==> config.mk <==
export PLATFORM = sky130hd
export DESIGN_NAME = bank_addr_decoder
export DESIGN_NICKNAME = d
export VERILOG_FILES = /design/src/rtl/bank_dec_pkg.sv /design/src/rtl/bank_match.sv /design/src/rtl/bank_prio_sel.sv /design/src/rtl/bank_word_build.sv /design/src/rtl/bank_addr_decoder.sv
export SDC_FILE = /design/constraint.sdc
export NUM_CORES = 1
export LEC_CHECK = 0
export ABC_AREA = 1
export BUFFER_PORTS_ARGS = -buffer_cell sky130_fd_sc_hd__buf_4
export CELL_PAD_IN_SITES_DETAIL_PLACEMENT = 1
export CELL_PAD_IN_SITES_GLOBAL_PLACEMENT = 2
export CORE_UTILIZATION = 23
export DETAILED_ROUTE_END_ITERATION = 7
export GPL_ROUTABILITY_DRIVEN = 0
export PLACE_DENSITY_LB_ADDON = 0.1
export SYNTH_ARGS = -nofsm -noshare
export SYNTH_HDL_FRONTEND = slang
export SYNTH_SLANG_ARGS = --single-unit
==> constraint.sdc <==
create_clock -name clk_i -period 1.5 [get_ports clk_i]
set_clock_uncertainty 0.15 [all_clocks]
set_input_delay 0.075 -clock clk_i [delete_from_list [all_inputs] [get_ports clk_i]]
set_output_delay 0.075 -clock clk_i [all_outputs]
set_load 0.01 [all_outputs]
==> src/rtl/bank_dec_pkg.sv <==
package bank_dec_pkg;
  localparam int unsigned ADDR_W    = 32;
  localparam int unsigned BASE_LSB  = 23;
  localparam int unsigned SIZE_LSB  = 17;
  localparam int unsigned CODE_W    = 3;
  localparam int unsigned UNIT_LOG2 = 22;
  localparam int unsigned MAX_CODE  = 6;
  localparam logic [CODE_W-1:0] RSVD_CODE = 3'd7;
endpackage

==> src/rtl/bank_match.sv <==
module bank_match
  import bank_dec_pkg::*;
(
  input  logic [ADDR_W-1:0] word_i,
  input  logic              en_i,
  input  logic [ADDR_W-1:0] addr_i,
  output logic              match_o,
  output logic [ADDR_W-1:0] offset_o
);
  logic [ADDR_W-1:0] base;
  logic [CODE_W-1:0] code;
  logic [ADDR_W:0]   span;
  logic [ADDR_W:0]   limit;

  always_comb begin
    base  = {word_i[ADDR_W-1:BASE_LSB], {BASE_LSB{1'b0}}};
    code  = word_i[SIZE_LSB +: CODE_W];
    span  = (ADDR_W+1)'(1) << (UNIT_LOG2 + 32'(code));
    // 33-bit limit: a bank near the top of the space must not wrap
    limit = {1'b0, base} + span;
    match_o = en_i && word_i[0] && (code != RSVD_CODE)
              && (addr_i >= base) && ({1'b0, addr_i} < limit);
    offset_o = addr_i - base;
  end
endmodule

==> src/rtl/bank_prio_sel.sv <==
module bank_prio_sel #(
  parameter int unsigned N_BANKS = 4,
  parameter int unsigned DATA_W  = 32,
  localparam int unsigned IDX_W  = (N_BANKS > 1) ? $clog2(N_BANKS) : 1
) (
  input  logic [N_BANKS-1:0]             match_i,
  input  logic [N_BANKS-1:0][DATA_W-1:0] offset_i,
  output logic                           hit_o,
  output logic                           multi_o,
  output logic [IDX_W-1:0]               idx_o,
  output logic [DATA_W-1:0]              offset_o
);
  always_comb begin
    idx_o    = '0;
    offset_o = '0;
    // descending scan: the lowest matching index is written last
    for (int i = N_BANKS - 1; i >= 0; i--) begin
      if (match_i[i]) begin
        idx_o    = IDX_W'(i);
        offset_o = offset_i[i];
      end
    end
    hit_o   = |match_i;
    multi_o = |(match_i & (match_i - N_BANKS'(1)));
  end
endmodule

==> src/rtl/bank_word_build.sv <==
module bank_word_build
  import bank_dec_pkg::*;
(
  input  logic [ADDR_W-1:0] size_i,
  input  logic [ADDR_W-1:0] base_i,
  output logic [ADDR_W-1:0] word_o,
  output logic              err_o
);
  logic [CODE_W-1:0] code;
  logic              ok;

  always_comb begin
    code = '0;
    ok   = 1'b0;
    for (int k = 0; k <= int'(MAX_CODE); k++) begin
      if (size_i == (ADDR_W'(1) << (UNIT_LOG2 + k))) begin
        code = CODE_W'(k);
        ok   = 1'b1;
      end
    end
    word_o = '0;
    if (ok) begin
      word_o = {base_i[ADDR_W-1:BASE_LSB], {BASE_LSB{1'b0}}};
      word_o[SIZE_LSB +: CODE_W] = code;
      word_o[0] = 1'b1;
    end
    err_o = !ok;
  end
endmodule

==> src/rtl/bank_addr_decoder.sv <==
module bank_addr_decoder
  import bank_dec_pkg::*;
#(
  parameter int unsigned N_BANKS = 4,
  localparam int unsigned IDX_W  = (N_BANKS > 1) ? $clog2(N_BANKS) : 1
) (
  input  logic                           clk_i,
  input  logic                           rst_ni,
  input  logic                           ctrl_en_i,
  input  logic [N_BANKS-1:0][ADDR_W-1:0] bank_words_i,
  input  logic                           req_valid_i,
  input  logic [ADDR_W-1:0]              req_addr_i,
  output logic                           result_valid_o,
  output logic                           hit_o,
  output logic                           multi_hit_o,
  output logic [IDX_W-1:0]               bank_idx_o,
  output logic [ADDR_W-1:0]              offset_o,
  input  logic [ADDR_W-1:0]              build_size_i,
  input  logic [ADDR_W-1:0]              build_base_i,
  output logic [ADDR_W-1:0]              build_word_o,
  output logic                           build_err_o
);
  logic [N_BANKS-1:0]             match;
  logic [N_BANKS-1:0][ADDR_W-1:0] bank_off;
  logic                           sel_hit, sel_multi;
  logic [IDX_W-1:0]               sel_idx;
  logic [ADDR_W-1:0]              sel_off;

  for (genvar g = 0; g < N_BANKS; g++) begin : g_bank
    bank_match u_match (
      .word_i   (bank_words_i[g]),
      .en_i     (ctrl_en_i),
      .addr_i   (req_addr_i),
      .match_o  (match[g]),
      .offset_o (bank_off[g])
    );
  end

  bank_prio_sel #(.N_BANKS(N_BANKS), .DATA_W(ADDR_W)) u_sel (
    .match_i  (match),
    .offset_i (bank_off),
    .hit_o    (sel_hit),
    .multi_o  (sel_multi),
    .idx_o    (sel_idx),
    .offset_o (sel_off)
  );

  bank_word_build u_build (
    .size_i (build_size_i),
    .base_i (build_base_i),
    .word_o (build_word_o),
    .err_o  (build_err_o)
  );

  always_ff @(posedge clk_i or negedge rst_ni) begin
    if (!rst_ni) begin
      result_valid_o <= 1'b0;
      hit_o          <= 1'b0;
      multi_hit_o    <= 1'b0;
      bank_idx_o     <= '0;
      offset_o       <= '0;
    end else begin
      result_valid_o <= req_valid_i;
      if (req_valid_i) begin
        hit_o       <= sel_hit;
        multi_hit_o <= sel_multi;
        bank_idx_o  <= sel_hit ? sel_idx : '0;
        offset_o    <= sel_hit ? sel_off : '0;
      end
    end
  end

  AST_DISABLED_NO_HIT: assert property (@(posedge clk_i) disable iff (!rst_ni)
    (req_valid_i && !ctrl_en_i) |=> !hit_o);
  AST_VALID_FOLLOWS_REQ: assert property (@(posedge clk_i) disable iff (!rst_ni)
    result_valid_o |-> $past(req_valid_i));
  AST_HOLD_IDLE: assert property (@(posedge clk_i) disable iff (!rst_ni)
    !req_valid_i |=> (!result_valid_o && $stable(hit_o) && $stable(offset_o)));
  AST_MULTI_HAS_HIT: assert property (@(posedge clk_i) disable iff (!rst_ni)
    multi_hit_o |-> hit_o);
  AST_OFFSET_IN_BANK: assert property (@(posedge clk_i) disable iff (!rst_ni)
    hit_o |-> ({1'b0, offset_o} < ((ADDR_W+1)'(1) << (UNIT_LOG2 + MAX_CODE))));
  AST_BUILD_ERR_ZERO: assert property (@(posedge clk_i) disable iff (!rst_ni)
    build_err_o |-> (build_word_o == '0));
  AST_BUILD_VALID_BIT: assert property (@(posedge clk_i) disable iff (!rst_ni)
    !build_err_o |-> build_word_o[0]);
endmodule

Word-level counts from Yosys, hierarchy flattened. Index checks and enable logic that the tools add are counted.

Bits in registers: 37. Word-level logic and storage cells: 85.

Add/subtract/negate cells: 13. Magnitude comparators: 8. Equal/unequal tests: 11. Shifts and indexed selects: 4. Multiplexer cells: 24. Bitwise gates (word level): 1. Reduce and logical (&&, ||, !) cells: 19.

Operators by type and width (number): 32-bit 2-to-1 mux (6); 32-bit by 33-bit adder with 33-bit output (4); 32-bit by 33-bit < comparator with 1-bit output (4); 1-bit by 32-bit << shifter with 33-bit output, first input constant (4); 32-bit greater-or-equal comparator (4); 32-bit subtractor (4); 32-bit by 23-bit equality test with 1-bit output, second input constant (1); 32-bit by 24-bit equality test with 1-bit output, second input constant (1); 32-bit by 25-bit equality test with 1-bit output, second input constant (1); 32-bit by 26-bit equality test with 1-bit output, second input constant (1); 32-bit by 27-bit equality test with 1-bit output, second input constant (1); 32-bit by 28-bit equality test with 1-bit output, second input constant (1); 32-bit by 29-bit equality test with 1-bit output, second input constant (1); 5-bit by 3-bit adder with 6-bit output, first input constant (4); 1-bit logical AND (16); 2-bit 2-to-1 mux (7); 3-bit inequality test, second input constant (4); 3-bit 2-to-1 mux (3); 1-bit 2-to-1 mux (8); 4-bit OR reduction (2); 4-bit bitwise AND (1); 4-bit by 1-bit subtractor with 4-bit output, second input constant (1); 1-bit logical NOT (1).

Logic depth before layout (Yosys ltp). Gate-level depths: netlist of the first run.

Depth in word-level cells: 10. Gate-level depth with buffers: 32. Depth with buffers taken out: 31.

Hierarchy. From an unflattened synthesis of the first run, not the netlist that was laid out.

Cells, all modules: 1631. Area, all modules: 10302.4 µm².

By module, submodules not included: bank_match at g_bank[0].u_match ... (instances 2, cells each 263, area each 1636.6 µm², sequential area each 0.0 µm²); bank_match at g_bank[1].u_match (instances 1, cells each 268, area each 1674.1 µm², sequential area each 0.0 µm²); bank_match at g_bank[3].u_match (instances 1, cells each 268, area each 1650.3 µm², sequential area each 0.0 µm²); bank_addr_decoder (instances 1, cells each 157, area each 1565.3 µm², sequential area each 925.9 µm²); bank_prio_sel (instances 1, cells each 296, area each 1463.9 µm², sequential area each 0.0 µm²); bank_word_build (instances 1, cells each 116, area each 675.6 µm², sequential area each 0.0 µm²).

Worst setup path before layout of the first run. No wires, ideal clock.

Kind: input-to-reg. Start point: input port bank_words_i[82] (netlist name). End point: register offset_o[13]. Arrival time: 3435 ps. Data required time: 1235 ps. Path slack: -2200 ps. Stages: 27. Cells stage by stage: inv_1 > ha_1 > inv_1 > nand3_1 > nor2_1 > ha_1 > inv_1 > fa_1 > o21ai_0 > a21oi_1 > o21ai_0 > nand2_1 > nand2_1 > a21oi_1 > xor2_1 > ha_1 > nand2_1 > nand2_1 > nand2_1 > nand2_2 > nand2_1 > nand2_2 > nand2_4 > buf_8 > buf_12 > nand2_2 > nand2_2.

Word-level cells in the longest chain between the ends: 9.

Ends and longest elaborated chain: start, declared (RTL line bank_addr_decoder.sv:10) `input logic [N_BANKS-1:0][ADDR_W-1:0] bank_words_i,`; 5-bit by 3-bit adder with 6-bit output (RTL line bank_match.sv:18) `span = (ADDR_W+1)'(1) << (UNIT_LOG2 + 32'(code));`; 1-bit by 32-bit << shifter with 33-bit output (RTL line bank_match.sv:18); 32-bit by 33-bit adder with 33-bit output (RTL line bank_match.sv:20) `limit = {1'b0, base} + span;`; 32-bit by 33-bit < comparator with 1-bit output (RTL line bank_match.sv:22) `&& (addr_i >= base) && ({1'b0, addr_i} < limit);`; 1-bit logical AND * (RTL line bank_match.sv:22); 32-bit 2-to-1 mux (3 in series) (RTL line bank_prio_sel.sv:18) `if (match_i[i]) begin`; 32-bit 2-to-1 mux * (RTL line bank_addr_decoder.sv:68) `offset_o <= sel_hit ? sel_off : '0;`; end signal, assigned (RTL line bank_addr_decoder.sv:68); end, declared (RTL line bank_addr_decoder.sv:17) `output logic [ADDR_W-1:0] offset_o,`.

Every way passes the cells marked *; elsewhere a longest branch is shown, timed or not. A chain may end at the register's enable or synchronous reset.

Final worst setup path of the first run.
Start point: input port bank_words_i[50] (netlist name). End point: register offset_o[7].

Word-level cells in the longest chain between the ends: 8.

Ends and longest elaborated chain (RTL line): 5-bit by 3-bit adder with 6-bit output (bank_match.sv:18); 1-bit by 32-bit << shifter with 33-bit output (bank_match.sv:18); 32-bit by 33-bit adder with 33-bit output (bank_match.sv:20); 32-bit by 33-bit < comparator with 1-bit output (bank_match.sv:22); 1-bit logical AND * (bank_match.sv:22); 32-bit 2-to-1 mux (2 in series) (bank_prio_sel.sv:18); 32-bit 2-to-1 mux * (bank_addr_decoder.sv:68).

Marked as above.

==> results of run 1 <==
## layout make-up
| type | instances | area [µm²] |
|---|---|---|
| fillers | 3775 | 17500 |
| multi-input cells | 862 | 6160 |
| repair buffers | 504 | 4060 |
| flip-flops and latches | 37 | 926 |
| inverters | 166 | 671 |
| well taps | 390 | 488 |
| clock buffers | 7 | 143 |
| clock inverters | 1 | 30.0 |
| repair inverters | 1 | 8.76 |
## layer usage
metal  up-vias  GRT usage  part of all wire
met5         -          0                 0
met4         0     0.0303             0.014
met3        23     0.0120             0.030
met2       159      0.352              0.50
met1      4058      0.246              0.46
li1       4496          -                 -
## per-stage QoR
step	total power [mW]	cells
final	6.36	1968
after floorplan	3.00	1092
after global routing	6.91	1968
after global placement	4.77	1915
after detailed placement	4.83	1915
after CTS	6.34	1962
## sequential cells by signal (all words and copies together) (netlist names)
name and flops:
hit_o 1, offset_o 32, multi_hit_o 1, bank_idx_o 2, result_valid_o 1
## report_power, final
| group | total, mW | switching [mW] | internal (mW) |
|---|---|---|---|
| registers | 1.16 | 0.0631 | 1.10 |
| clock network | 1.23 | 0.398 | 0.830 |
| logic | 3.97 | 2.01 | 1.96 |
| total | 6.36 | 2.47 | 3.89 |
## layout by cell type (no fill, tap or decap), drive strengths merged, types with 2 or more instances in the layout
| cell type | netlist | final |
|---|---|---|
| ha | 125 | 125 |
| a211oi | 2 | 2 |
| nor4 | 14 | 14 |
| conb | 1 | 19 |
| clkinvlp | 0 | 2 |
| clkbuf | 3 | 8 |
| fa | 8 | 8 |
| nand2 | 266 | 266 |
| nand3b | 9 | 9 |
| nor2 | 113 | 114 |
| a21o | 9 | 9 |
| o21bai | 7 | 7 |
| nor3b | 2 | 2 |
| dlygate4sd3 | 0 | 16 |
| nor3 | 26 | 26 |
| o21ai | 35 | 35 |
| or2 | 2 | 2 |
| xor2 | 36 | 36 |
| buf | 25 | 487 |
| o21a | 5 | 5 |
| dfrtp | 37 | 37 |
| xnor2 | 19 | 19 |
| inv | 165 | 163 |
| a21oi | 74 | 74 |
| a31oi | 6 | 6 |
| nand3 | 54 | 54 |
| nand4 | 17 | 17 |
| o211ai | 6 | 6 |
| and2 | 2 | 2 |
| clkinv | 1 | 2 |
## how the worst max path moves through the flow
stage               slack, ns  cells after the start                  endpoint              from
global placement        -2.31                     27  offset_o[27]$_DFFE_PN0P_  bank_words_i[82]
global route            -2.08                     31  offset_o[27]$_DFFE_PN0P_  bank_words_i[82]
finish                  -1.82                     26   offset_o[7]$_DFFE_PN0P_  bank_words_i[50]
detailed placement      -2.35                     27  offset_o[27]$_DFFE_PN0P_  bank_words_i[82]
CTS                     -1.77                     27  offset_o[25]$_DFFE_PN0P_  bank_words_i[82]
floorplan               -1.87                     27  offset_o[13]$_DFFE_PN0P_  bank_words_i[82]
## what timing repair did
item                                    CTS  global route
endpoints found under the setup margin   50            50
setup buffers                            23             5
hold endpoints to repair                 53             0
gates resized for setup                 125            54
hold buffers                             16             0
cloned                                    2             1
pin swaps                                76            47
## logic make-up after synthesis
| group | share of synthesized area |
|---|---|
| buffers and inverters | 0.119 |
| AND/OR/NAND/NOR | 0.319 |
| AO/OA/AOI/OAI | 0.119 |
| XOR/XNOR | 0.0681 |
| flip-flops | 0.131 |
| adder cells (fa/ha/maj) | 0.244 |
| other | 0.000530 |
## worst reg2reg max path: cells and delay by family, from the launching register on
family,cells,cell delay [ns]
flip-flops,1,0.42
AND/OR/NAND/NOR,2,0.15
==> results.sh, run 1 <==
export IMPL_dieWidth_um=177
export IMPL_antenna_cells=0
export IMPL_num_rows=63
export IMPL_holdPathStages=4
export IMPL_synth_common_cells="nand2_1, inv_1, ha_1, nor2_1, a21oi_1"
export IMPL_syn_avg_cell_area_um2=6.59
export IMPL_cts_tree="yes"
export IMPL_rsz0062_at_grt="true"
export IMPL_hold_class="in2reg"
export IMPL_yosysSeqAreaShare=0.131
export IMPL_cap_violations=0
export IMPL_synthTopCellsByArea="ha_1, dfrtp_1, nand2_1, inv_1, nor2_1"
export IMPL_cts_buffer_depth=2
export IMPL_hp_start="req_addr_i[16]"
export IMPL_end_kind="flip-flop"
export IMPL_drv_slew=0
export IMPL_place_port_buffers=179
export IMPL_finalSetupTns_ns=-66.58
export IMPL_cts_sinks=37
export IMPL_dp_hpwl_um=25500
export IMPL_coreArea_um2=30000
export IMPL_viasPerCell=4.44
export IMPL_timing_final_crit_share=2.22
export IMPL_track_usage=0.191
export IMPL_r2r_slack_ns=0.67
export IMPL_required_ns=1.52
export IMPL_worst_path_largest_cell_delay_ns=0.37
export IMPL_synth_most_common_cell="nand2_1"
export IMPL_r2r_start="multi_hit_o$_DFFE_PN0P_"
export IMPL_drt_iter0_drc=184
export IMPL_synth_flop_cell="dfrtp_1"
export IMPL_yosysTopAreaCell="ha_1"
export IMPL_htreeDepth=2
export IMPL_timing_final_hold_violations=1
export IMPL_grt_pass1_vias=9260
export IMPL_crit_fanout=6
export IMPL_worst_slack_ns=-1.82
export IMPL_synth_cell_types=46
export IMPL_synth_warnings=0
export IMPL_criticalPathCategory="in2reg"
export IMPL_synth_seq_cells=37
export IMPL_finish_utilization=0.417
export IMPL_synth_edf_count=0
export IMPL_powerDensity_nw_per_um2=510
export IMPL_cts_buffers=5
export IMPL_path_clk_slew_ns=0.06
export IMPL_finalWirelength_um=30100
export IMPL_first_pass_iters=4
export IMPL_worstRegToRegCells=2
export IMPL_syn2layout_area_growth_pct=76.3
export IMPL_drc=0
export IMPL_violations="negative hold slack, negative setup slack"
export IMPL_drive_gt1_frac=0.435
export IMPL_antenna_found_initial=0
export IMPL_clk_latency_ns=0.28
export IMPL_crit_family="adder cells"
export IMPL_nets=1938
export IMPL_cts_root_buf="clkbuf_16"
export IMPL_outcome="finished with violations"
export IMPL_fmax_mhz=301
export IMPL_dieArea_um2=31500
export IMPL_critPathLaunchType="primary input"
export IMPL_wl_per_cell_um=15.3
export IMPL_yosysTopAreaCellShare=0.221
export IMPL_async_flop_share=1.00
export IMPL_grt_pass1_wl_um=47300
export IMPL_crit_path_frequent_cell="nand2_8"
export IMPL_path_buf_inv=5
export IMPL_dpl_worst_slack_ns=-2.35
export IMPL_syn_area_um2=7080
export IMPL_initial_core_util=0.236
export IMPL_arrival_ns=3.35
export IMPL_detail_route_antenna_nets=0
export IMPL_fin_area_um2=12500
export IMPL_grt_overflow=0
export IMPL_min_to="offset_o[16]$_DFFE_PN0P_"
export IMPL_num_vias=8736
export IMPL_fin_crit_ns=3.32
export IMPL_placed_cell_area_um2=11200
export IMPL_crit_slowest_cell="fa_2"
export IMPL_ir_worst_vdd_mv=0.448
export IMPL_grt_max_degree=38
export IMPL_hold_ws_ns=-0.00387
export IMPL_r2r_end="multi_hit_o$_DFFE_PN0P_"
export IMPL_ios=298
export IMPL_setup_viol=50
export IMPL_leakagePower_nw=6.74
export IMPL_synthCells=1074
export IMPL_die_h_um=177
Note: power is estimated with default switching activity, not from simulation.
==> inputs of run 2 (changes only) <==
==> constraint.sdc (replaced) <==
create_clock -name clk_i -period 1.5 [get_ports clk_i]
set_clock_uncertainty 0.15 [all_clocks]
set_input_delay 0.225 -clock clk_i [delete_from_list [all_inputs] [get_ports clk_i]]
set_output_delay 0.225 -clock clk_i [all_outputs]
set_load 0.01 [all_outputs]
==> results.sh, run 2 (synthesis results as in run 1) <==
export IMPL_crit_end="offset_o[27]$_DFFE_PN0P_"
export IMPL_first_pass_iters=4
export IMPL_cts_sinks=37
export IMPL_detail_route_antenna_nets=0
export IMPL_antenna_found_initial=0
export IMPL_final_cell_mix="buf_4, nand2_1, inv_1"
export IMPL_largest_register_ffs=32
export IMPL_syn2layout_area_growth_pct=69.3
export IMPL_timing_final_crit_share=2.33
export IMPL_viasPerCell=4.41
export IMPL_leakagePower_nw=6.53
export IMPL_fmax_mhz=286
export IMPL_worst_path_largest_cell_delay_ns=0.28
export IMPL_track_usage=0.187
export IMPL_drt_iter0_drc=217
export IMPL_nets=1917
export IMPL_largest_register="offset_o"
export IMPL_drv_slew=0
export IMPL_coreArea_um2=30000
export IMPL_startpoint="bank_words_i[82]"
export IMPL_cts_buffer_depth=2
export IMPL_violations="negative setup slack"
export IMPL_r2r_slack_ns=0.70
export IMPL_fillers=3753
export IMPL_critPathLaunchType="primary input"
export IMPL_dieWidth_um=177
export IMPL_criticalPathCategory="in2reg"
export IMPL_setup_viol=50
export IMPL_die_h_um=177
export IMPL_grt_max_degree=38
export IMPL_clk_latency_ns=0.27
export IMPL_finalWirelength_um=28900
export IMPL_crit_path_frequent_cell="buf_4"
export IMPL_timing_final_hold_violations=0
export IMPL_num_vias=8587
export IMPL_multi_input_area_um2=5960
export IMPL_hold_ws_ns=0.0300
export IMPL_fin_area_um2=12000
export IMPL_hp_start="req_addr_i[4]"
export IMPL_crit_slowest_cell="ha_4"
export IMPL_powerDensity_nw_per_um2=499
export IMPL_ir_worst_vdd_mv=0.344
export IMPL_cap_violations=0
export IMPL_placed_cell_area_um2=11100
export IMPL_grt_pass1_vias=9151
export IMPL_dp_hpwl_um=25100
export IMPL_r2r_start="offset_o[2]$_DFFE_PN0P_"
export IMPL_holdPathStages=3
export IMPL_hold_class="in2reg"
export IMPL_place_port_buffers=179
export IMPL_wl_per_cell_um=14.8
export IMPL_finalPower_mw=5.98
export IMPL_worstRegToRegCells=2
export IMPL_drive_gt1_frac=0.420
export IMPL_initial_core_util=0.236
export IMPL_ios=298
export IMPL_required_ns=1.51
export IMPL_layout_area_seq_um2=926
export IMPL_end_kind="flip-flop"
export IMPL_reg_top3="offset_o x32, bank_idx_o x2"
export IMPL_grt_overflow=0
export IMPL_cts_root_buf="clkbuf_16"
export IMPL_fin_crit_ns=3.50
export IMPL_r2r_end="offset_o[2]$_DFFE_PN0P_"
export IMPL_path_clk_slew_ns=0.05
export IMPL_finalSetupTns_ns=-76.46
export IMPL_drc=0
export IMPL_worst_slack_ns=-2.00
export IMPL_num_rows=63
export IMPL_antenna_cells=0
export IMPL_grt_pass1_wl_um=46700
export IMPL_outcome="finished with violations"
export IMPL_dpl_worst_slack_ns=-2.50
export IMPL_htreeDepth=2
export IMPL_cts_buffers=5
export IMPL_final_common_cell="buf_4"
export IMPL_arrival_ns=3.51
export IMPL_dieArea_um2=31500
export IMPL_rsz0062_at_grt="true"
export IMPL_cts_tree="yes"
export IMPL_crit_fanout=6
==> run 2: cell types whose count changed in the layout (fill, tap and decap cells not counted), moves of 3 or more <==
cell	before	now
buf_4	447	443
inv_1	135	139
nand2_2	21	29
nand2_4	20	10
nand2_1	222	227
ha_4	9	5
dlygate4sd3_1	16	2
ha_1	113	118
nor2_1	83	87
nor2_4	16	13
==> run 2: report_power, final <==
part / total [mW] / switching [mW] / leakage, nW / internal (mW)
clock: 1.03 / 0.382 / 0.0700 / 0.652
sequential: 1.16 / 0.0631 / 0.502 / 1.10
combinational: 3.78 / 1.92 / 5.95 / 1.86
total: 5.98 / 2.37 / 6.53 / 3.61
==> run 2: layout make-up <==
class | count | area share
multi-input combinational | 863 | 0.498
tap | 390 | 0.0407
sequential | 37 | 0.0773
inverter | 166 | 0.0543
timing repair buffer | 482 | 0.317
clock buffer | 7 | 0.0119
timing repair inverter | 1 | 0.000731
==> run 2: timing repair <==
item                                   4_1_cts  5_1_grt
pin swaps                                   41       30
gates cloned                                 3        0
setup endpoints to repair                   50       50
setup buffers                               22        5
hold buffers                                 2        0
endpoints found under the hold margin       38        0
resized for setup                           85       39
==> run 2: layer usage <==
metal / share of wire / track usage
met5: 0 / 0
met4: 0.0023 / 0.0118
met3: 0.025 / 0.0101
met2: 0.50 / 0.350
met1: 0.47 / 0.242
==> run 2: how the worst min path moves through the flow <==
stage / endpoint / slack [ns]
finish: offset_o[4]$_DFFE_PN0P_ / 0.03
global route: offset_o[4]$_DFFE_PN0P_ / 0.06
CTS: offset_o[4]$_DFFE_PN0P_ / 0.03
detailed placement: offset_o[17]$_DFFE_PN0P_ / 0.08
global placement: result_valid_o$_DFF_PN0_ / 0.08
floorplan: bank_idx_o[0]$_DFFE_PN0P_ / -0.22
==> run 2: critical path: cells and delay by family <==
family | cells | cell delay, ns
buf+inv | 13 | 1.35
fa+ha+maj | 2 | 0.54
simple gates | 11 | 0.87
compound gates | 3 | 0.51
==> run 2: per-stage QoR <==
step | util | cells
floorplan | - | 1092
global placement | 0.372 | 1909
detailed placement | 0.372 | 1909
CTS | 0.394 | 1943
global route | 0.400 | 1946
finish | 0.400 | 1946
